<file path="config.mk">
export PLATFORM = sky130hd
export DESIGN_NAME = flash_cmd_decoder
export DESIGN_NICKNAME = d
export VERILOG_FILES = /design/src/rtl/fcd_pkg.sv /design/src/rtl/fcd_ctrl.sv /design/src/rtl/fcd_datapath.sv /design/src/rtl/flash_cmd_decoder.sv
export SDC_FILE = /design/constraint.sdc
export NUM_CORES = 1
export LEC_CHECK = 0
export CORE_ASPECT_RATIO = 0.5
export CORE_UTILIZATION = 38
export CTS_CLUSTER_SIZE = 20
export DETAILED_ROUTE_END_ITERATION = 7
export GPL_ROUTABILITY_DRIVEN = 0
export PLACE_DENSITY_LB_ADDON = 0.15
export SETUP_SLACK_MARGIN = 0.2
export SLEW_MARGIN = 20
export SYNTH_ARGS = -nofsm -noshare
export SYNTH_HDL_FRONTEND = slang
export SYNTH_HIERARCHICAL = 1
export SYNTH_SLANG_ARGS = --single-unit
export TNS_END_PERCENT = 1
</file>
<file path="constraint.sdc">
create_clock -name clk -period 1.69 [get_ports clk]
set_clock_uncertainty 0.15 [all_clocks]
set_input_delay 0.169 -clock clk [delete_from_list [all_inputs] [get_ports clk]]
set_output_delay 0.169 -clock clk [all_outputs]
set_load 0.05 [all_outputs]
</file>
<file path="src/rtl/fcd_pkg.sv">
package fcd_pkg;
  typedef enum logic [2:0] {
    ST_IDLE,
    ST_UNL1,
    ST_UNL2,
    ST_PROG,
    ST_ESET,
    ST_EUNL1,
    ST_EUNL2
  } seqState_t;

  typedef struct packed {
    logic latchProg;
    logic latchSect;
    logic setAuto;
    logic setRead;
  } ctlStrobes_t;

  localparam logic [7:0] CODE_KEY1    = 8'hAA;
  localparam logic [7:0] CODE_KEY2    = 8'h55;
  localparam logic [7:0] CODE_RESET   = 8'hF0;
  localparam logic [7:0] CODE_IDENT   = 8'h90;
  localparam logic [7:0] CODE_PROG    = 8'hA0;
  localparam logic [7:0] CODE_ERASE   = 8'h80;
  localparam logic [7:0] CODE_CHIP    = 8'h10;
  localparam logic [7:0] CODE_SECT    = 8'h30;
  localparam logic [7:0] CODE_SUSPEND = 8'hB0;
endpackage

</file>
<file path="src/rtl/fcd_ctrl.sv">
module fcd_ctrl
  import fcd_pkg::*;
#(
  parameter int UNLOCK_W = 11
) (
  input  logic                clk,
  input  logic                rstN,
  input  logic                wrEn,
  input  logic [UNLOCK_W-1:0] addrLo,
  input  logic [7:0]          wdata,
  input  logic                opBusy,
  output ctlStrobes_t         ctl,
  output logic                progStart,
  output logic                chipEraseStart,
  output logic                sectorEraseStart,
  output logic                suspendReq,
  output logic                resumeReq
);
  localparam logic [UNLOCK_W-1:0] ADR_KEY1 = UNLOCK_W'(32'h555);
  localparam logic [UNLOCK_W-1:0] ADR_KEY2 = UNLOCK_W'(32'h2AA);

  seqState_t state, nState;
  logic sectErasing, nSectErasing;
  logic suspended, nSuspended;
  logic nProg, nChip, nSect, nSusp, nRes;
  logic atKey1, atKey2;

  assign atKey1 = (addrLo == ADR_KEY1);
  assign atKey2 = (addrLo == ADR_KEY2);

  always_comb begin
    nState       = state;
    nSectErasing = sectErasing;
    nSuspended   = suspended;
    ctl          = '0;
    nProg = 1'b0; nChip = 1'b0; nSect = 1'b0; nSusp = 1'b0; nRes = 1'b0;
    if (wrEn) begin
      if (opBusy) begin
        if (wdata == CODE_RESET) begin
          nState      = ST_IDLE;
          ctl.setRead = 1'b1;
        end else if (wdata == CODE_SUSPEND && sectErasing && !suspended) begin
          nSusp      = 1'b1;
          nSuspended = 1'b1;
        end
      end else if (state == ST_PROG) begin
        nProg         = 1'b1;
        ctl.latchProg = 1'b1;
        nSectErasing  = 1'b0;
        nState        = ST_IDLE;
      end else if (wdata == CODE_RESET) begin
        nState      = ST_IDLE;
        ctl.setRead = 1'b1;
      end else begin
        nState = ST_IDLE;
        unique case (state)
          ST_IDLE: begin
            if (wdata == CODE_KEY1 && atKey1) nState = ST_UNL1;
            else if (wdata == CODE_SECT && suspended) begin
              nRes       = 1'b1;
              nSuspended = 1'b0;
            end
          end
          ST_UNL1:  if (wdata == CODE_KEY2 && atKey2) nState = ST_UNL2;
          ST_UNL2: begin
            if (atKey1) begin
              if (wdata == CODE_IDENT) ctl.setAuto = 1'b1;
              else if (wdata == CODE_PROG) nState = ST_PROG;
              else if (wdata == CODE_ERASE) nState = ST_ESET;
            end
          end
          ST_ESET:  if (wdata == CODE_KEY1 && atKey1) nState = ST_EUNL1;
          ST_EUNL1: if (wdata == CODE_KEY2 && atKey2) nState = ST_EUNL2;
          ST_EUNL2: begin
            if (wdata == CODE_CHIP && atKey1) begin
              nChip        = 1'b1;
              nSectErasing = 1'b0;
            end else if (wdata == CODE_SECT) begin
              nSect         = 1'b1;
              ctl.latchSect = 1'b1;
              nSectErasing  = 1'b1;
            end
          end
          default: nState = ST_IDLE;
        endcase
      end
    end
  end

  always_ff @(posedge clk) begin
    if (!rstN) begin
      state            <= ST_IDLE;
      sectErasing      <= 1'b0;
      suspended        <= 1'b0;
      progStart        <= 1'b0;
      chipEraseStart   <= 1'b0;
      sectorEraseStart <= 1'b0;
      suspendReq       <= 1'b0;
      resumeReq        <= 1'b0;
    end else begin
      state            <= nState;
      sectErasing      <= nSectErasing;
      suspended        <= nSuspended;
      progStart        <= nProg;
      chipEraseStart   <= nChip;
      sectorEraseStart <= nSect;
      suspendReq       <= nSusp;
      resumeReq        <= nRes;
    end
  end
endmodule

</file>
<file path="src/rtl/fcd_datapath.sv">
module fcd_datapath
  import fcd_pkg::*;
#(
  parameter int         ADDR_W = 19,
  parameter int         SECT_W = 3,
  parameter logic [7:0] MFR_ID = 8'hA7,
  parameter logic [7:0] DEV_ID = 8'h3E
) (
  input  logic                clk,
  input  logic                rstN,
  input  ctlStrobes_t         ctl,
  input  logic [ADDR_W-1:0]   addr,
  input  logic [7:0]          wdata,
  input  logic [(1<<SECT_W)-1:0] protMask,
  output logic                autoMode,
  output logic [7:0]          idData,
  output logic [ADDR_W-1:0]   progAddr,
  output logic [7:0]          progData,
  output logic [SECT_W-1:0]   eraseSector
);
  localparam int SECT_LO = ADDR_W - SECT_W;

  logic [SECT_W-1:0] curSector;
  assign curSector = addr[ADDR_W-1:SECT_LO];

  always_ff @(posedge clk) begin
    if (!rstN) begin
      autoMode    <= 1'b0;
      progAddr    <= '0;
      progData    <= '0;
      eraseSector <= '0;
    end else begin
      if (ctl.setRead) autoMode <= 1'b0;
      else if (ctl.setAuto) autoMode <= 1'b1;
      if (ctl.latchProg) begin
        progAddr <= addr;
        progData <= wdata;
      end
      if (ctl.latchSect) eraseSector <= curSector;
    end
  end

  always_comb begin
    idData = 8'h00;
    if (autoMode) begin
      case (addr[7:0])
        8'h00:   idData = MFR_ID;
        8'h01:   idData = DEV_ID;
        8'h02:   idData = {7'b0, protMask[curSector]};
        default: idData = 8'h00;
      endcase
    end
  end
endmodule

</file>
<file path="src/rtl/flash_cmd_decoder.sv">
module flash_cmd_decoder
  import fcd_pkg::*;
#(
  parameter int         ADDR_W   = 19,
  parameter int         SECT_W   = 3,
  parameter int         UNLOCK_W = 11,
  parameter logic [7:0] MFR_ID   = 8'hA7,
  parameter logic [7:0] DEV_ID   = 8'h3E
) (
  input  logic                       clk,
  input  logic                       rstN,
  input  logic                       wrEn,
  input  logic [ADDR_W-1:0]          addr,
  input  logic [7:0]                 wdata,
  input  logic                       opBusy,
  input  logic [(1<<SECT_W)-1:0]     protMask,
  output logic                       autoMode,
  output logic [7:0]                 idData,
  output logic                       progStart,
  output logic                       chipEraseStart,
  output logic                       sectorEraseStart,
  output logic                       suspendReq,
  output logic                       resumeReq,
  output logic [ADDR_W-1:0]          progAddr,
  output logic [7:0]                 progData,
  output logic [SECT_W-1:0]          eraseSector
);
  ctlStrobes_t ctl;

  fcd_ctrl #(.UNLOCK_W(UNLOCK_W)) uCtrl (
    .clk              (clk),
    .rstN             (rstN),
    .wrEn             (wrEn),
    .addrLo           (addr[UNLOCK_W-1:0]),
    .wdata            (wdata),
    .opBusy           (opBusy),
    .ctl              (ctl),
    .progStart        (progStart),
    .chipEraseStart   (chipEraseStart),
    .sectorEraseStart (sectorEraseStart),
    .suspendReq       (suspendReq),
    .resumeReq        (resumeReq)
  );

  fcd_datapath #(
    .ADDR_W (ADDR_W),
    .SECT_W (SECT_W),
    .MFR_ID (MFR_ID),
    .DEV_ID (DEV_ID)
  ) uData (
    .clk         (clk),
    .rstN        (rstN),
    .ctl         (ctl),
    .addr        (addr),
    .wdata       (wdata),
    .protMask    (protMask),
    .autoMode    (autoMode),
    .idData      (idData),
    .progAddr    (progAddr),
    .progData    (progData),
    .eraseSector (eraseSector)
  );
endmodule

</file>
==> impl_metrics.py, run 1 <==
metrics = {
    "synthesis": {
        "ys.flop_type": "dfxtp_1",
        "ys.warnings.count": 6,
        "synth-seq-cells": 41,
        "yosys.area.top_type": "dfxtp_1",
        "synth_fp_nets": 233,
        "async_flop_share": 0,
        "avgSynthCellArea_sq_um": 10.1,
        "synth.distinct_cells": 41,
        "synth_area_leaders": "dfxtp_1 (42%), mux2i_1 (16%), nor2b_1 (9.9%)",
        "syn_inst": 194,
        "yosysSeqAreaShare": 0.418,
        "synth-edff-count": 0,
        "syn_area_sq_um": 1960,
        "yosysTopAreaCellShare": 0.418,
    },
    "critical_path": {
        "cp-start-kind": "input pin",
        "crit_type": "input pin to primary output",
        "endpoint_kind": "primary output",
        "cpPeakStageDelay_ns": 0.53,
        "r2r-end": "uData/autoMode",
        "rrSetupSlack_ns": -0.01,
        "cp_cell_sequence": "buf_6 -> or4_4 -> or3_4 -> a211oi_4 -> buf_12",
        "path_max_fanout": 2,
        "reg2reg_from": "uCtrl/state[0]",
        "cp.arrival_ns": 1.61,
        "reg2reg_depth": 6,
        "cp.required_ns": 1.37,
        "slowest_stage": "or4_4",
    },
    "power": {
        "p_per_area_nw_per_um2": 579,
        "sequentialPowerShare": 0.487,
        "leakage_uw": 0.00136,
        "clkPwrFrac": 0.375,
        "p_int_uw": 1500,
        "switching_share": 0.242,
        "pwr-share-comb": 0.138,
        "p_sw_uw": 480,
        "ir_drop_mv": 0.519,
    },
    "floorplan": {
        "dieArea_sq_um": 5470,
        "rows": 18,
        "fp.dieH_um": 52.8,
        "ios": 83,
        "core_area_sq_um": 4950,
        "die_x_um": 104,
        "start_util": 0.396,
    },
    "sta": {
        "fmax_mhz": 518,
        "fin_crit_sh": 1.14,
        "finalSetupViolCount": 10,
        "drv_slew": 0,
        "rsz0062_at_grt": "true",
        "period_needed_ns": 1.93,
        "hold_violations": 0,
        "holdWs_ns": 0.0354,
        "fin_ws_ns": -0.242,
    },
    "place": {
        "place.detailed.hpwl_um": 4190,
        "post-place-cells": 382,
        "numPortBuffers": 81,
        "place_ws_ns": -0.715,
    },
    "final_layout": {
        "instances_no_fill": 390,
        "nNetsFinal": 358,
        "final_util": 0.691,
        "drive_gt1_frac": 0.450,
        "antenna_cells": 0,
        "synthToLayoutAreaGrowth_pct": 74.6,
    },
    "clocking": {
        "numCtsBuffers": 5,
        "cts_buffer_depth": 2,
        "cts_tree": "yes",
        "cts_max_level": 2,
        "cts.hold.buffers_added": 0,
        "clkSinkCount": 41,
        "clk_root_buffer_cell": "clkbuf_8",
        "clkSlewWorstSetupHoldPaths_ns": 0.08,
        "clock_latency_ns": 0.30,
        "cts_setup_buffers": 0,
    },
    "global_routing": {
        "grt_max_degree": 31,
        "grt_pass1_wl_um": 9250,
        "grt_pass1_vias": 1964,
        "grtUsageTotal": 0.224,
        "antenna_found_initial": 0,
        "grt-ovfl-total": 0,
    },
    "routing": {
        "dr_total_vias": 1942,
        "drc_errors": 0,
        "wl_per_cell_um": 15.3,
        "ant_nets": 0,
        "post_drt_via_cell_ratio": 4.98,
        "totalWireLength_um": 5980,
        "drt_pass1_iterations": 4,
        "drtIter0Drc": 70,
    },
    "hold_path": {
        "hold_class": "input pin to flop",
        "min_to": "uData/progData[3]",
        "holdCritStartpoint": "wdata[3]",
        "holdPathStages": 3,
    },
    "outcome": {
        "violations": "negative setup slack",
        "status": "finished with violations",
    },
    "flow_run": {
        "maxCapViolations": 0,
    },
}
==> cell usage after synthesis, types with 2 or more instances <==
master / instances
and4_2: 2
nor4bb_1: 5
buf_2: 3
nand2_1: 6
nor3_1: 3
and2_1: 2
o22ai_1: 3
mux2i_1: 31
nand4b_1: 2
a22o_1: 2
dfxtp_1: 41
o21ai_0: 2
clkbuf_1: 3
or4_4: 2
nor2b_1: 31
nor2_1: 12
nand3_1: 3
nand4_1: 4
mux4_2: 2
buf_4: 4
nor3b_1: 3
nand2b_1: 6
nor4_1: 3
a21oi_1: 2
==> registers in the layout (all words and copies together) (netlist names) <==
name / flops
uCtrl/sectorEraseStart: 1
uCtrl/state: 3
uCtrl/progStart: 1
uCtrl/resumeReq: 1
uCtrl/sectErasing: 1
uCtrl/chipEraseStart: 1
uData/autoMode: 1
uData/progData: 8
uData/progAddr: 19
uCtrl/suspended: 1
uCtrl/suspendReq: 1
uData/eraseSector: 3
==> logic make-up after synthesis <==
kind of cell	Yosys count	synth area share
buf+inv	11	0.0306
compound gates	14	0.0536
simple gates	94	0.314
mux	33	0.181
other cells	1	0.00191
flops	41	0.418
==> worst max-delay path: cells and delay by family <==
kind | cells | cell delay, ns
AND/OR/NAND/NOR | 2 | 0.95
buffers and inverters | 2 | 0.26
AO/OA/AOI/OAI | 1 | 0.22
==> power by group through the flow <==
stage / logic, uW / clock network [uW] / registers (uW)
final: 274 / 744 / 965
after global routing: 291 / 817 / 965
after CTS: 263 / 760 / 965
after detailed placement: 255 / 0 / 988
after global placement: 251 / 0 / 988
after floorplan: 65.7 / 0 / 988
==> per-stage QoR <==
step	TNS (ns)	power (uW)	instance area [sq um]
after floorplan	-2.57	1050	1990
after global placement	-11.46	1240	3180
after detailed placement	-11.76	1240	3180
after CTS	-0.935	1990	3360
after global routing	-1.36	2070	3430
final	-0.989	1980	3430
==> timing repair <==
action	in CTS	in global routing
cloned	0	0
pin swaps	17	12
hold endpoints to repair	0	0
setup endpoints to repair	45	44
gates resized for setup	56	18
==> routing by layer <==
metal / vias to the layer above / routed length (um) / global-route usage
met5: - / 0 / 0
met4: 0 / 87 / 0.101
met3: 8 / 302 / 0.0609
met2: 60 / 2940 / 0.403
met1: 934 / 2650 / 0.256
li1: 940 / - / -
==> worst max-delay path by stage <==
stage | start | endpoint | slack (ns) | depth (start not counted)
2_1_floorplan | addr[3] | idData[4] | -0.59 | 4
3_3_place_gp | addr[10] | uData/autoMode | -0.71 | 8
6_report | addr[6] | idData[0] | -0.24 | 5
4_1_cts | addr[6] | idData[0] | -0.23 | 5
3_5_place_dp | addr[10] | uCtrl/chipEraseStart | -0.72 | 7
5_1_grt | addr[6] | idData[0] | -0.27 | 5
==> cell usage in the layout (no fill, tap or decap), drive strengths merged, types with 3 or more instances in the layout <==
cell type / netlist / routed
buf: 7 / 95
dfxtp: 41 / 41
nor2b: 31 / 31
mux2i: 31 / 31
clkdlybuf4s50: 0 / 19
nor2: 13 / 13
clkbuf: 3 / 9
dlygate4sd2: 0 / 8
nand2: 6 / 6
nand2b: 6 / 6
nand4: 5 / 5
nor4bb: 5 / 5
nor3b: 4 / 4
nand3: 3 / 3
or4: 3 / 3
nor4: 3 / 3
nor3: 3 / 3
o22ai: 3 / 3
==> area by class of cell <==
type                            count  area (sq um)
Timing Repair Buffer              128          1140
Clock inverter                      1          8.76
Multi-Input combinational cell    142          1260
Fill cell                         401          1530
Sequential cell                    41           826
Clock buffer                        7          96.3
Tap cell                           70          87.6
Inverter                            1          3.75
No activity file was read; power rests on OpenSTA's default activity.
==> inputs of run 2 (changes only) <==
CORE_MARGIN = 1   (was default)
CORE_UTILIZATION = 45   (was 38)
clock period = 2.34 ns   (was 1.69 ns; I/O delays follow)
==> impl_metrics.py, run 2 (synthesis results as in run 1) <==
metrics = {
    "sta": {
        "maxSlewHeadroom": 0.640,
        "drv_slew": 0,
        "holdWs_ns": 0.198,
        "rsz0062_at_grt": "true",
        "period_needed_ns": 2.14,
        "fin_crit_sh": 0.914,
        "finalSetupViolCount": 0,
        "worstMarginPinSlew_ns": 0.538,
        "fmax_mhz": 467,
        "hold_violations": 0,
        "finalSetupTns_ns": 0,
    },
    "power": {
        "p_int_uw": 992,
        "ir_drop_mv": 0.250,
        "leakage_uw": 0.00105,
        "clkPwrFrac": 0.326,
        "p_per_area_nw_per_um2": 405,
        "pwr-share-comb": 0.131,
        "switching_share": 0.227,
        "power_uw": 1280,
        "sequentialPowerShare": 0.543,
        "p_sw_uw": 291,
    },
    "global_routing": {
        "grt_max_degree": 28,
        "grt-ovfl-total": 0,
        "grt_pass1_wl_um": 8380,
        "grt_pass1_vias": 1783,
        "grtUsageTotal": 0.240,
        "antenna_found_initial": 0,
    },
    "clocking": {
        "clkSlewWorstSetupHoldPaths_ns": 0.07,
        "cts_tree": "yes",
        "clk_root_buffer_cell": "clkbuf_8",
        "numCtsBuffers": 5,
        "clkSinkCount": 41,
        "cts_buffer_depth": 2,
        "clock_latency_ns": 0.29,
        "cts_max_level": 2,
    },
    "critical_path": {
        "reg2reg_depth": 6,
        "cp-start-kind": "input pin",
        "path_max_fanout": 2,
        "endpoint_kind": "primary output",
        "cp.arrival_ns": 1.76,
        "cp.required_ns": 1.96,
        "reg2reg_from": "uCtrl/state[0]",
        "crit_type": "input pin to primary output",
        "startpoint": "addr[4]",
    },
    "final_layout": {
        "nNetsFinal": 332,
        "regMostFlops": "uData/progAddr",
        "reg_top3": "uData/progAddr (19), uData/progData (8)",
        "multi_input_area_sq_um": 1160,
        "antenna_cells": 0,
        "regArea_sq_um": 821,
        "final_common_cell": "clkdlybuf4s50_1",
        "final_cell_mix": "clkdlybuf4s50_1 (69), dfxtp_1 (41), nor2b_1 (31)",
        "drive_gt1_frac": 0.199,
        "synthToLayoutAreaGrowth_pct": 61.4,
        "largest_reg_flops": 19,
        "fillers": 281,
    },
    "routing": {
        "drtIter0Drc": 44,
        "wl_per_cell_um": 15.4,
        "ant_nets": 0,
        "drt_pass1_iterations": 5,
        "dr_total_vias": 1828,
        "totalWireLength_um": 5310,
        "post_drt_via_cell_ratio": 5.28,
        "drc_errors": 0,
    },
    "flow_run": {
        "maxCapViolations": 0,
    },
    "hold_path": {
        "hold_class": "input pin to flop",
        "holdCritStartpoint": "addr[6]",
        "holdPathStages": 4,
    },
    "floorplan": {
        "dieArea_sq_um": 4640,
        "rows": 16,
        "die_x_um": 95.4,
        "core_area_sq_um": 4040,
        "start_util": 0.485,
        "fp.dieH_um": 48.7,
        "ios": 83,
    },
    "place": {
        "place.detailed.hpwl_um": 4070,
        "numPortBuffers": 81,
    },
    "outcome": {
        "status": "finished clean",
    },
}
-- run 2: worst paths after layout --
check / endpoint / slack, ns
min reg2reg: uCtrl/sectErasing / 0.33
min: uData/progAddr[6] / 0.20
max reg2reg: uData/autoMode / 0.43
max: idData[0] / 0.20
-- run 2: worst max-delay path, cell delays in order --
cell and delay [ns]:
clkdlybuf4s15_1 0.18, or4_4 0.52, or3_4 0.43, a211oi_4 0.21, buf_12 0.17
-- run 2: layout make-up --
cell class	instances	share of cell area
tap	54	0.0213
clock buffer	5	0.0217
clock inverter	1	0.00158
multi-input combinational	142	0.365
inverter	1	0.00119
timing repair buffer	102	0.330
sequential	41	0.259
-- run 2: what timing repair did --
item / 4_1_cts / 5_1_grt
endpoints found under the setup margin: 8 / 10
gates resized for setup: 14 / 3
buffers inserted: 0 / 0
hold buffers: 0 / 0
pin swaps: 3 / 0
-- run 2: metrics by stage --
step	area (sq um)	setup WS, ns	util	cells
2_1_floorplan	1990	-0.130	-	194
3_3_place_gp	3050	-0.103	0.755	340
3_5_place_dp	3050	-0.135	0.755	340
4_1_cts	3150	0.193	0.778	346
5_1_grt	3170	0.128	0.783	346
6_report	3170	0.201	0.783	346
-- run 2: power by group through the flow --
stage / combinational (uW) / sequential [uW] / clock, uW
2_1_floorplan: 47.5 / 713 / 0
3_3_place_gp: 158 / 713 / 0
3_5_place_dp: 161 / 713 / 0
4_1_cts: 165 / 697 / 428
5_1_grt: 179 / 697 / 470
6_report: 168 / 697 / 418
-- run 2: metal layers --
layer | GRT usage | wire length (um)
met2 | 0.382 | 2480
met4 | 0.0647 | 97
met3 | 0.0833 | 358
met1 | 0.308 | 2380
met5 | 0 | 0
